$ cat src/rtl/ect_pkg.sv
`timescale 1ns/1ps
package ect_pkg;
  localparam logic [1:0] SEL_RISE = 2'b00;
  localparam logic [1:0] SEL_FALL = 2'b01;

  // Resolve whether a qualified transition is one the current mode wants.
  function automatic logic sel_hit(input logic time_mode, input logic [1:0] sel,
                                   input logic rise, input logic fall);
    if (sel == SEL_FALL) return fall;
    if (sel == SEL_RISE) return rise;
    if (time_mode) return rise;
    return rise | fall;
  endfunction
endpackage

$ cat src/rtl/ect_edge_qual.sv
`timescale 1ns/1ps
module ect_edge_qual #(
  parameter int unsigned SYNC_STAGES = 2,
  parameter int unsigned HOLD        = 2
) (
  input  logic clk,
  input  logic rst_n,
  input  logic pin_i,
  output logic rise_o,
  output logic fall_o
);
  localparam int unsigned HW = 2 * HOLD;

  logic [SYNC_STAGES-1:0] sync_q;
  logic [HW-2:0]          hist_q;
  logic [HW-1:0]          wdw;

  // Synchroniser chain; last stage is the clean sample
  always_ff @(posedge clk or negedge rst_n) begin
    if (!rst_n) sync_q <= '0;
    else        sync_q <= {sync_q[SYNC_STAGES-2:0], pin_i};
  end

  // Window: low HOLD bits are the newest samples, high HOLD bits the older ones
  assign wdw = {hist_q, sync_q[SYNC_STAGES-1]};

  always_ff @(posedge clk or negedge rst_n) begin
    if (!rst_n) hist_q <= '0;
    else        hist_q <= wdw[HW-2:0];
  end

  assign rise_o = (&wdw[HOLD-1:0]) & ~(|wdw[HW-1:HOLD]);
  assign fall_o = ~(|wdw[HOLD-1:0]) & (&wdw[HW-1:HOLD]);
endmodule

$ cat src/rtl/ect_core.sv
`timescale 1ns/1ps
module ect_core import ect_pkg::*; #(
  parameter int unsigned W = 16
) (
  input  logic         clk,
  input  logic         rst_n,
  input  logic         time_mode_i,
  input  logic [1:0]   edge_sel_i,
  input  logic [W-1:0] start_i,
  input  logic [W-1:0] stop_i,
  input  logic         arm_i,
  input  logic         disarm_i,
  input  logic         rise_i,
  input  logic         fall_i,
  output logic [W-1:0] count_o,
  output logic [W-1:0] capture_o,
  output logic         armed_o,
  output logic         edge_hit_o,
  output logic         match_now_o,
  output logic         cap_now_o,
  output logic         reload_pend_o
);
  logic [W-1:0] cnt_q, cap_q;
  logic         armed_q, pend_q, do_arm;

  // Free-running step for timing mode
  function automatic logic [W-1:0] time_next(input logic [W-1:0] c, input logic [W-1:0] ld);
    return (c == '0) ? ld : c - W'(1);
  endfunction

  assign edge_hit_o  = sel_hit(time_mode_i, edge_sel_i, rise_i, fall_i);
  assign match_now_o = armed_q & ~time_mode_i & (cnt_q == stop_i);
  assign cap_now_o   = armed_q & time_mode_i & edge_hit_o;
  assign do_arm      = arm_i & ~disarm_i;

  always_ff @(posedge clk or negedge rst_n) begin
    if (!rst_n) begin
      cnt_q   <= '1;
      cap_q   <= '0;
      armed_q <= 1'b0;
      pend_q  <= 1'b0;
    end else begin
      pend_q <= match_now_o;
      if (disarm_i)         armed_q <= 1'b0;
      else if (arm_i)       armed_q <= 1'b1;
      else if (match_now_o) armed_q <= 1'b0;

      if (do_arm || pend_q)                        cnt_q <= start_i;
      else if (armed_q && time_mode_i)             cnt_q <= time_next(cnt_q, start_i);
      else if (armed_q && !match_now_o && edge_hit_o) cnt_q <= cnt_q - W'(1);

      if (cap_now_o) cap_q <= cnt_q;
    end
  end

  assign count_o       = cnt_q;
  assign capture_o     = cap_q;
  assign armed_o       = armed_q;
  assign reload_pend_o = pend_q;
endmodule

$ cat src/rtl/ect_status.sv
`timescale 1ns/1ps
module ect_status #(
  parameter int unsigned N = 2
) (
  input  logic         clk,
  input  logic         rst_n,
  input  logic [N-1:0] set_i,
  input  logic [N-1:0] clr_i,
  input  logic [N-1:0] ie_i,
  output logic [N-1:0] flag_o,
  output logic [N-1:0] irq_o
);
  logic [N-1:0] flag_q;

  // Set wins over clear in the same cycle
  always_ff @(posedge clk or negedge rst_n) begin
    if (!rst_n) flag_q <= '0;
    else        flag_q <= set_i | (flag_q & ~clr_i);
  end

  for (genvar g = 0; g < N; g++) begin : g_irq
    assign irq_o[g] = flag_q[g] & ie_i[g];
  end

  assign flag_o = flag_q;
endmodule

$ cat src/rtl/edge_capture_timer.sv
`timescale 1ns/1ps
module edge_capture_timer #(
  parameter int unsigned W           = 16,
  parameter int unsigned SYNC_STAGES = 2,
  parameter int unsigned HOLD        = 2
) (
  input  logic         clk,
  input  logic         rst_n,
  input  logic         pin_i,
  input  logic         time_mode_i,
  input  logic [1:0]   edge_sel_i,
  input  logic [W-1:0] start_i,
  input  logic [W-1:0] stop_i,
  input  logic         arm_i,
  input  logic         disarm_i,
  input  logic         match_ie_i,
  input  logic         event_ie_i,
  input  logic         match_clr_i,
  input  logic         event_clr_i,
  output logic [W-1:0] count_o,
  output logic [W-1:0] capture_o,
  output logic         armed_o,
  output logic         match_flag_o,
  output logic         event_flag_o,
  output logic         match_irq_o,
  output logic         event_irq_o
);
  localparam int unsigned NFLAG = 2;

  // Named internal events, visible to the bound checker
  logic qual_rise, qual_fall;
  logic edge_hit, match_now, cap_now, reload_pend;
  logic [NFLAG-1:0] flags, irqs;

  ect_edge_qual #(.SYNC_STAGES(SYNC_STAGES), .HOLD(HOLD)) u_qual (
    .clk(clk), .rst_n(rst_n), .pin_i(pin_i), .rise_o(qual_rise), .fall_o(qual_fall)
  );

  ect_core #(.W(W)) u_core (
    .clk(clk), .rst_n(rst_n), .time_mode_i(time_mode_i), .edge_sel_i(edge_sel_i),
    .start_i(start_i), .stop_i(stop_i), .arm_i(arm_i), .disarm_i(disarm_i),
    .rise_i(qual_rise), .fall_i(qual_fall), .count_o(count_o), .capture_o(capture_o),
    .armed_o(armed_o), .edge_hit_o(edge_hit), .match_now_o(match_now),
    .cap_now_o(cap_now), .reload_pend_o(reload_pend)
  );

  ect_status #(.N(NFLAG)) u_status (
    .clk(clk), .rst_n(rst_n),
    .set_i({cap_now, match_now}), .clr_i({event_clr_i, match_clr_i}),
    .ie_i({event_ie_i, match_ie_i}), .flag_o(flags), .irq_o(irqs)
  );

  assign match_flag_o = flags[0];
  assign event_flag_o = flags[1];
  assign match_irq_o  = irqs[0];
  assign event_irq_o  = irqs[1];
endmodule

$ cat config.mk
export PLATFORM = sky130hd
export DESIGN_NAME = edge_capture_timer
export DESIGN_NICKNAME = d
export VERILOG_FILES = /design/src/rtl/ect_pkg.sv /design/src/rtl/ect_edge_qual.sv /design/src/rtl/ect_core.sv /design/src/rtl/ect_status.sv /design/src/rtl/edge_capture_timer.sv
export SDC_FILE = /design/constraint.sdc
export NUM_CORES = 1
export LEC_CHECK = 0
export BUFFER_PORTS_ARGS = -buffer_cell sky130_fd_sc_hd__buf_2
export CORE_MARGIN = 5
export CORE_UTILIZATION = 49
export CTS_BUF_LIST = sky130_fd_sc_hd__clkbuf_16
export CTS_CLUSTER_SIZE = 8
export DETAILED_ROUTE_END_ITERATION = 6
export PLACE_DENSITY = 0.79
export SYNTH_ARGS = -nofsm -noshare
export SYNTH_HDL_FRONTEND = slang
export SYNTH_SLANG_ARGS = --single-unit
export TNS_END_PERCENT = 1
$ cat constraint.sdc
create_clock -name clk -period 2.71 [get_ports clk]
set_input_delay 0.1355 -clock clk [delete_from_list [all_inputs] [get_ports clk]]
set_output_delay 0.1355 -clock clk [all_outputs]
set_load 0.1 [all_outputs]
**Yosys cells after proc, flatten, opt, wreduce, memory -nomap -nowiden**

Index checks and enable logic that the tools add are counted.

- Bits in registers: 41
- Bits of input ports: 44
- Output and inout bits: 37

- Add/subtract/negate cells: 1
- Equality and inequality tests: 2
- Multiplexer cells: 19
- Bitwise gates (word level): 17
- Reduce and logical (&&, ||, !) cells: 13

Operator list:

| kind | count |
|---|---|
| 16-bit 2-to-1 mux | 4 |
| 16-bit == test | 1 |
| 16-bit zero test | 1 |
| 16-bit by 1-bit subtractor with 16-bit output (second input constant) | 1 |
| 1-bit 2-to-1 mux | 15 |
| 1-bit bitwise AND | 9 |
| 3-bit nonzero test | 2 |
| 1-bit inverter | 4 |
| 2-bit AND reduction | 2 |
| 2-bit OR reduction | 2 |
| 1-bit logical AND | 3 |
| 2-bit bitwise AND | 1 |
| 2-bit by 1-bit == test with 1-bit output (second input constant) | 1 |
| 2-bit zero test | 1 |
| 2-bit inverter | 1 |
| 2-bit OR | 1 |
| 1-bit zero test | 1 |
| 1-bit logical OR | 1 |
| 1-bit OR | 1 |

**Longest topological paths before layout**

Gate-level depths: netlist of the first run.

- Depth in word-level cells: 13
- Depth in mapped cells: 9
- Depth with buffers taken out: 8

**Modules after synthesis**

A second synthesis of the first run with hierarchy kept.

- Cells, all modules: 214
- Area total of the unflattened synthesis: 2202.1 µm²

Modules (own cells, without submodules):

| module | instances | cells each | area each (µm²) | seq. area each (µm²) |
|---|---|---|---|---|
| ect_core | 1 | 199 | 1966.9 | 870.8 |
| ect_edge_qual | 1 | 7 | 150.1 | 125.1 |
| ect_status | 1 | 8 | 85.1 | 50.0 |

**Least setup slack after synthesis of the first run**

OpenSTA, ideal clock, no wires.

- Kind: register -> register
- Start point: register u_core.cnt_q[11], in the netlist u_core.count_o[11]
- End point: register u_core.cnt_q[2], in the netlist u_core.count_o[2]
- Library setup time: 0.085 ns
- Arrival time: 2.517 ns
- Data required time: 2.625 ns
- Path slack: 0.108 ns
- Stages on the path, launching flop included: 9
- Path through: dfstp_2 xnor2_1 nand4_1 nor4_1 a21oi_1 clkbuf_1 buf_2 a211oi_1 a21oi_1

- Longest elaborated chain between the ends: 6
- Elaborated cells on any way between the ends: 10

Ends and longest elaborated chain:

| element | RTL line | RTL |
|---|---|---|
| start: declaration | ect_core.sv:23 | `logic [W-1:0] cnt_q, cap_q;` |
| start signal: assignment | ect_core.sv:48 | `if (do_arm \|\| pend_q) cnt_q <= start_i;` |
| start signal: assignment | ect_core.sv:49 | `else if (armed_q && time_mode_i) cnt_q <= time_next(cnt_q, start_i);` |
| start signal: assignment | ect_core.sv:50 | `else if (armed_q && !match_now_o && edge_hit_o) cnt_q <= cnt_q - W'(1);` |
| 16-bit == test | ect_core.sv:32 | `assign match_now_o = armed_q & ~time_mode_i & (cnt_q == stop_i);` |
| 1-bit bitwise AND | ect_core.sv:32 |  |
| 1-bit zero test | ect_core.sv:50 |  |
| 1-bit logical AND (2 in a row) | ect_core.sv:50 |  |
| 3-bit nonzero test (no line) | -- |  |

Several ways; a longest one is shown, not always the timed one.
A chain may end at the register's enable or synchronous reset.

**Worst setup path in the final report of the first run**

- Start point: register u_core.cnt_q[0], in the netlist u_core.count_o[0]
- End point: register u_core.cnt_q[3], in the netlist u_core.count_o[3]

- Longest elaborated chain between the ends: 6
- Elaborated cells on any way between the ends: 12

Ends and longest elaborated chain:

| element |
|---|
| branches (longest 6 deep; another with 16-bit by 1-bit subtractor with 16-bit output) |

Parallel ways; which one is timed is not known. The select of a mux whose other input is x is not followed.

==> flow_summary.yaml, run 1 <==
synth:
  syn_nets: 258
  synth.avg_cell_area_um2: 10.3
  yosysWarningCount: 0
  synth_cell_types: 47
  yosysSeqAreaShare: 0.476
  ys.flop_type: "dfrtp_1"
  synth_edf_count: 0
  async_flop_share: 1.00
  synth_cells: 213
  synth_area_mm2: 0.00220
  ys_seq_elements: 41
final_layout:
  nFillCells: 352
  fin_area_mm2: 0.00287
  final_cells: 355
  final-seq-area_mm2: 0.00105
  fin_nets: 347
  areaGrowthSynthToFinish_pct: 30.5
  final_common_cell: "buf_2"
  drive_gt1_frac: 0.459
  n_antenna_cell: 0
  multiInputGateArea_mm2: 0.00109
  layout_common_cells: "80 x buf_2, 25 x dfrtp_1, 20 x nor2_1"
timing:
  hold_viol: 25
  slew_headroom: 0.406
  tns_ns: 0
  fin_hold_ws_ns: -0.0202
  max_freq_mhz: 406
  rsz0062_at_grt: "false"
  finalSetupViolCount: 0
  worstMarginPinSlew_ns: 0.891
  fin_crit_ns: 2.46
  fin_crit_sh: 0.909
  slew_violations: 0
  fin_skew_ns: 0.00398
routing:
  num_vias: 2025
  drt-met1-wl_um: 2580
  top_layer_used: "met4"
  met2_length_um: 2660
  drtIter0Drc: 135
  drt_pass1_iterations: 4
  wire_per_inst_um: 16.7
  drt-total-wl_um: 5930
  wl_met3_um: 582
  vias_per_cell: 5.70
  ant_nets: 0
  drc_errors: 0
hold_path:
  min_path_type: "in -> async"
worst_setup_path:
  arrival_ns: 2.68
  r2r_cells: 7
  crit_fanout: 13
  reg2reg_from: "u_core.count_o[0]"
  crit_type: "reg -> reg"
  cp-startpoint: "u_core.count_o[0]"
  critPathRequiredTime_ns: 2.92
  worst-r2r-setup-slack_ns: 0.25
  start_kind: "flip-flop"
  worst_setup_path_end_kind: "flip-flop"
  r2r-end: "u_core.count_o[3]"
cts:
  post_cts_buffers: 0
  clockRootBuffer: "clkbuf_16"
  path_clk_slew_ns: 0.06
  clk_path_buf_depth: 2
  clock_latency_ns: 0.28
  htree_levels: 2
  cts_buffers: 5
  cts_tree: "done"
  clock_sinks: 41
pwr:
  p_total_mw: 2.75
  ir_drop_mv: 0.748
  pwr_density_cell_mw_per_mm2: 958
  static-leakage-power_nw: 1.34
placed_design:
  place_congestion: 0.921
  placed_cell_area_mm2: 0.00269
  numPortBuffers: 80
  place.detailed.hpwl_um: 4390
  numPlacedInstances: 346
floorplan:
  rows: 24
  core_area_mm2: 0.00435
  die_x_um: 77
  start_util: 0.505
  die_area_mm2: 0.00593
  pin_count: 81
  die_y_um: 77
global_route:
  antenna_found_initial: 0
  grt_pass1_vias: 2104
  grt_max_degree: 42
  grt_pass1_wl_um: 10100
  grt_use_total: 0.211
  grt-ovfl-total: 0
run:
  max_cap_viol_count: 0
run_status:
  status: "complete, but fails checks"
  violations: "negative hold slack"
-- cells in the mapped netlist (all sizes together) (3+ instances only) --
| library cell | instances | share of area |
|---|---|---|
| a21oi | 13 | 0.031 |
| clkbuf | 4 | 0.0068 |
| dfrtp | 25 | 0.28 |
| xnor2 | 16 | 0.064 |
| inv | 9 | 0.015 |
| nor4 | 4 | 0.018 |
| buf | 3 | 0.0080 |
| nor3 | 6 | 0.014 |
| nand4 | 7 | 0.020 |
| o21ai | 6 | 0.014 |
| a21o | 3 | 0.010 |
| nor2 | 20 | 0.034 |
| nand2 | 13 | 0.022 |
| nand3 | 5 | 0.011 |
| or3 | 5 | 0.019 |
| mux2 | 17 | 0.087 |
| a211oi | 9 | 0.031 |
| dfstp | 16 | 0.19 |
-- per-layer routing --
layer  global-route usage  vias up
li1                     -      958
met4               0.0773        0
met3               0.0703        9
met2                0.317      101
met1                0.282      957
met5                    0        -
-- flip-flops by register name, indices dropped and copies added, names as in the netlist --
| name | cells |
|---|---|
| u_core.armed_o | 1 |
| u_core.capture_o | 16 |
| u_core.count_o | 16 |
| u_core.reload_pend_o | 1 |
| u_qual.hist_q | 3 |
| u_qual.sync_q | 2 |
| u_status.flag_o | 2 |
-- through the flow --
step	hold WS [ns]	util	setup slack (ns)
after floorplan	-0.160	-	0.108
after global placement	0.253	0.618	0.312
after detailed placement	0.250	0.618	0.174
after CTS	0.00524	0.658	0.175
after global routing	0.0405	0.659	0.127
final	-0.0202	0.659	0.247
-- layout make-up --
cell class                      count  share of cell area
Clock buffer                        5              0.0436
Clock inverter                      3              0.0135
Inverter                            9              0.0118
Multi-Input combinational cell    156               0.380
Sequential cell                    41               0.364
Tap cell                           52              0.0227
Timing Repair Buffer               89               0.164
-- worst max-delay path, stage by stage (launching register included) --
cell     delay [ns]
dfstp_2        0.41
inv_1          0.06
ha_1           0.17
or3b_2         0.54
nor4_4         0.36
a21o_1         0.44
nor4b_1        0.12
a211o_1        0.29
-- repair_timing --
action                                  in CTS  in global routing
hold endpoints to repair                     1                  0
endpoints found under the setup margin       0                  1
hold buffers                                 1                  0
gates resized for setup                      0                  1
-- report_power, final --
part | internal (mW) | switching (mW)
Clock | 0.429 | 0.230
Sequential | 0.756 | 0.124
Combinational | 0.241 | 0.969
-- how the worst max path moves through the flow --
stage                                    to  depth (start not counted)
after floorplan           u_core.count_o[2]                          8
after global placement    u_core.count_o[7]                          7
after detailed placement  u_core.count_o[7]                          7
after CTS                 u_core.count_o[7]                          7
after global routing      u_core.count_o[1]                          7
final                     u_core.count_o[3]                          7
-- logic make-up after synthesis --
| kind of cell | count (synthesis) | synth area share |
|---|---|---|
| multiplexers | 17 | 0.0870 |
| flip-flops | 41 | 0.476 |
| adder cells (fa/ha/maj) | 1 | 0.00569 |
| AND/OR/NAND/NOR | 74 | 0.186 |
| XOR/XNOR | 17 | 0.0677 |
| buffers and inverters | 16 | 0.0301 |
| AO/OA/AOI/OAI | 47 | 0.148 |
No activity file was read; power rests on OpenSTA's default activity.
==> inputs of run 2 (changes only) <==
--- a/config.mk
+++ b/config.mk
@@ -11,6 +11,7 @@
 export CTS_BUF_LIST = sky130_fd_sc_hd__clkbuf_16
 export CTS_CLUSTER_SIZE = 8
 export DETAILED_ROUTE_END_ITERATION = 6
+export HOLD_SLACK_MARGIN = 0.02
 export PLACE_DENSITY = 0.79
 export SYNTH_ARGS = -nofsm -noshare
 export SYNTH_HDL_FRONTEND = slang
==> flow_summary.yaml, run 2 (synthesis results as in run 1) <==
cts:
  cts_tree: "done"
  cts_buffers: 5
  post_cts_buffers: 0
  clk_path_buf_depth: 2
  clock_sinks: 41
  clockRootBuffer: "clkbuf_16"
  clock_latency_ns: 0.28
  path_clk_slew_ns: 0.06
  htree_levels: 2
floorplan:
  die_y_um: 77
  core_area_mm2: 0.00435
  die_x_um: 77
  rows: 24
  pin_count: 81
  start_util: 0.505
  die_area_mm2: 0.00593
final_layout:
  fin_util: 0.661
  drive_gt1_frac: 0.457
  fin_nets: 348
  n_antenna_cell: 0
  layout_common_cells: "80 x buf_2, 25 x dfrtp_1, 20 x nor2_1"
  nFillCells: 351
  areaGrowthSynthToFinish_pct: 30.9
  fin_area_mm2: 0.00288
  final_common_cell: "buf_2"
worst_setup_path:
  r2r-end: "u_core.count_o[3]"
  crit_chain: "inv_1 > ha_1 > or3b_2 > nor4_4 > a21o_1 > nor4b_1 > a211o_1"
  r2r_cells: 7
  cp_slowest_stage_delay_ns: 0.54
  worst-r2r-setup-slack_ns: 0.25
  crit_fanout: 13
  crit_family: "simple AND/OR/NAND/NOR gates"
  worst_setup_path_end_kind: "flip-flop"
  crit_buf_inv: 1
  crit_type: "reg -> reg"
  critPathRequiredTime_ns: 2.92
  reg2reg_from: "u_core.count_o[0]"
  worstSetupEndpoint: "u_core.count_o[3]"
  start_kind: "flip-flop"
  arrival_ns: 2.68
  slowest_stage: "or3b_2"
  cp-startpoint: "u_core.count_o[0]"
  path_depth: 7
placed_design:
  place.detailed.hpwl_um: 4390
  numPortBuffers: 80
  placed_cell_area_mm2: 0.00269
  pre_cts_ws_ns: 0.174
  place_congestion: 0.921
routing:
  drc_errors: 0
  drt-total-wl_um: 5950
  wire_per_inst_um: 16.7
  vias_per_cell: 5.70
  drtIter0Drc: 182
  ant_nets: 0
  num_vias: 2030
  drt_pass1_iterations: 4
timing:
  tns_ns: 0
  max_freq_mhz: 406
  worstMarginPinSlew_ns: 0.893
  finalSetupViolCount: 0
  fin_skew_ns: 0.00421
  fin_crit_sh: 0.909
  slew_violations: 0
  setup_ws_ns: 0.247
  fin_crit_ns: 2.46
  rsz0062_at_grt: "false"
  slew_headroom: 0.405
  hold_viol: 0
pwr:
  static-leakage-power_nw: 1.34
  p_total_mw: 2.75
  ir_drop_mv: 0.748
  pwr_density_cell_mw_per_mm2: 955
run:
  max_cap_viol_count: 0
global_route:
  grt_max_degree: 42
  grt-ovfl-total: 0
  antenna_found_initial: 0
  grt_pass1_vias: 2107
  grt_use_total: 0.211
  grt_pass1_wl_um: 10100
hold_path:
  min_path_type: "in -> reg"
run_status:
  status: "finished, final reports clean"
==> run 2: worst min path at each step <==
stage	from	end	slack, ns	depth (start not counted)
floorplan	rst_n	u_core.armed_o	-0.16	0
global placement	pin_i	u_qual.sync_q[0]	0.25	1
detailed placement	pin_i	u_qual.sync_q[0]	0.25	1
global route	disarm_i	u_core.armed_o	0.04	2
finish	disarm_i	u_core.armed_o	0.03	2
CTS	disarm_i	u_core.armed_o	0.02	2
==> run 2: where the power goes <==
group | internal (mW) | switching [mW]
clock | 0.429 | 0.231
combinational | 0.242 | 0.970
sequential | 0.756 | 0.124
total | 1.43 | 1.32
==> run 2: cell type report <==
class	instances	area [um^2]	area share
clock inverters	3	38.8	0.0135
clock buffers	5	125	0.0434
flip-flops and latches	41	1050	0.363
inverters	9	33.8	0.0117
well taps	52	65.1	0.0226
multi-input cells	156	1090	0.379
repair buffers	90	480	0.167
==> run 2: metrics by stage <==
step           hold slack, ns  instances
3_3_place_gp            0.253        346
4_1_cts                0.0249        356
2_1_floorplan          -0.160        213
6_report               0.0321        356
5_1_grt                0.0405        356
3_5_place_dp            0.250        346
==> run 2: what timing repair did <==
action	4_1_cts	5_1_grt
hold buffers	2	0
endpoints found under the hold margin	26	0
gates resized for setup	0	1
endpoints found under the setup margin	0	1
==> run 2: metal layers <==
layer  GRT usage  part of all wire  vias to the layer above
met5           0                 0                        -
met4      0.0773             0.018                        0
met3      0.0703             0.098                        9
met2       0.317              0.45                      100
met1       0.283              0.44                      959
li1            -                 -                      962
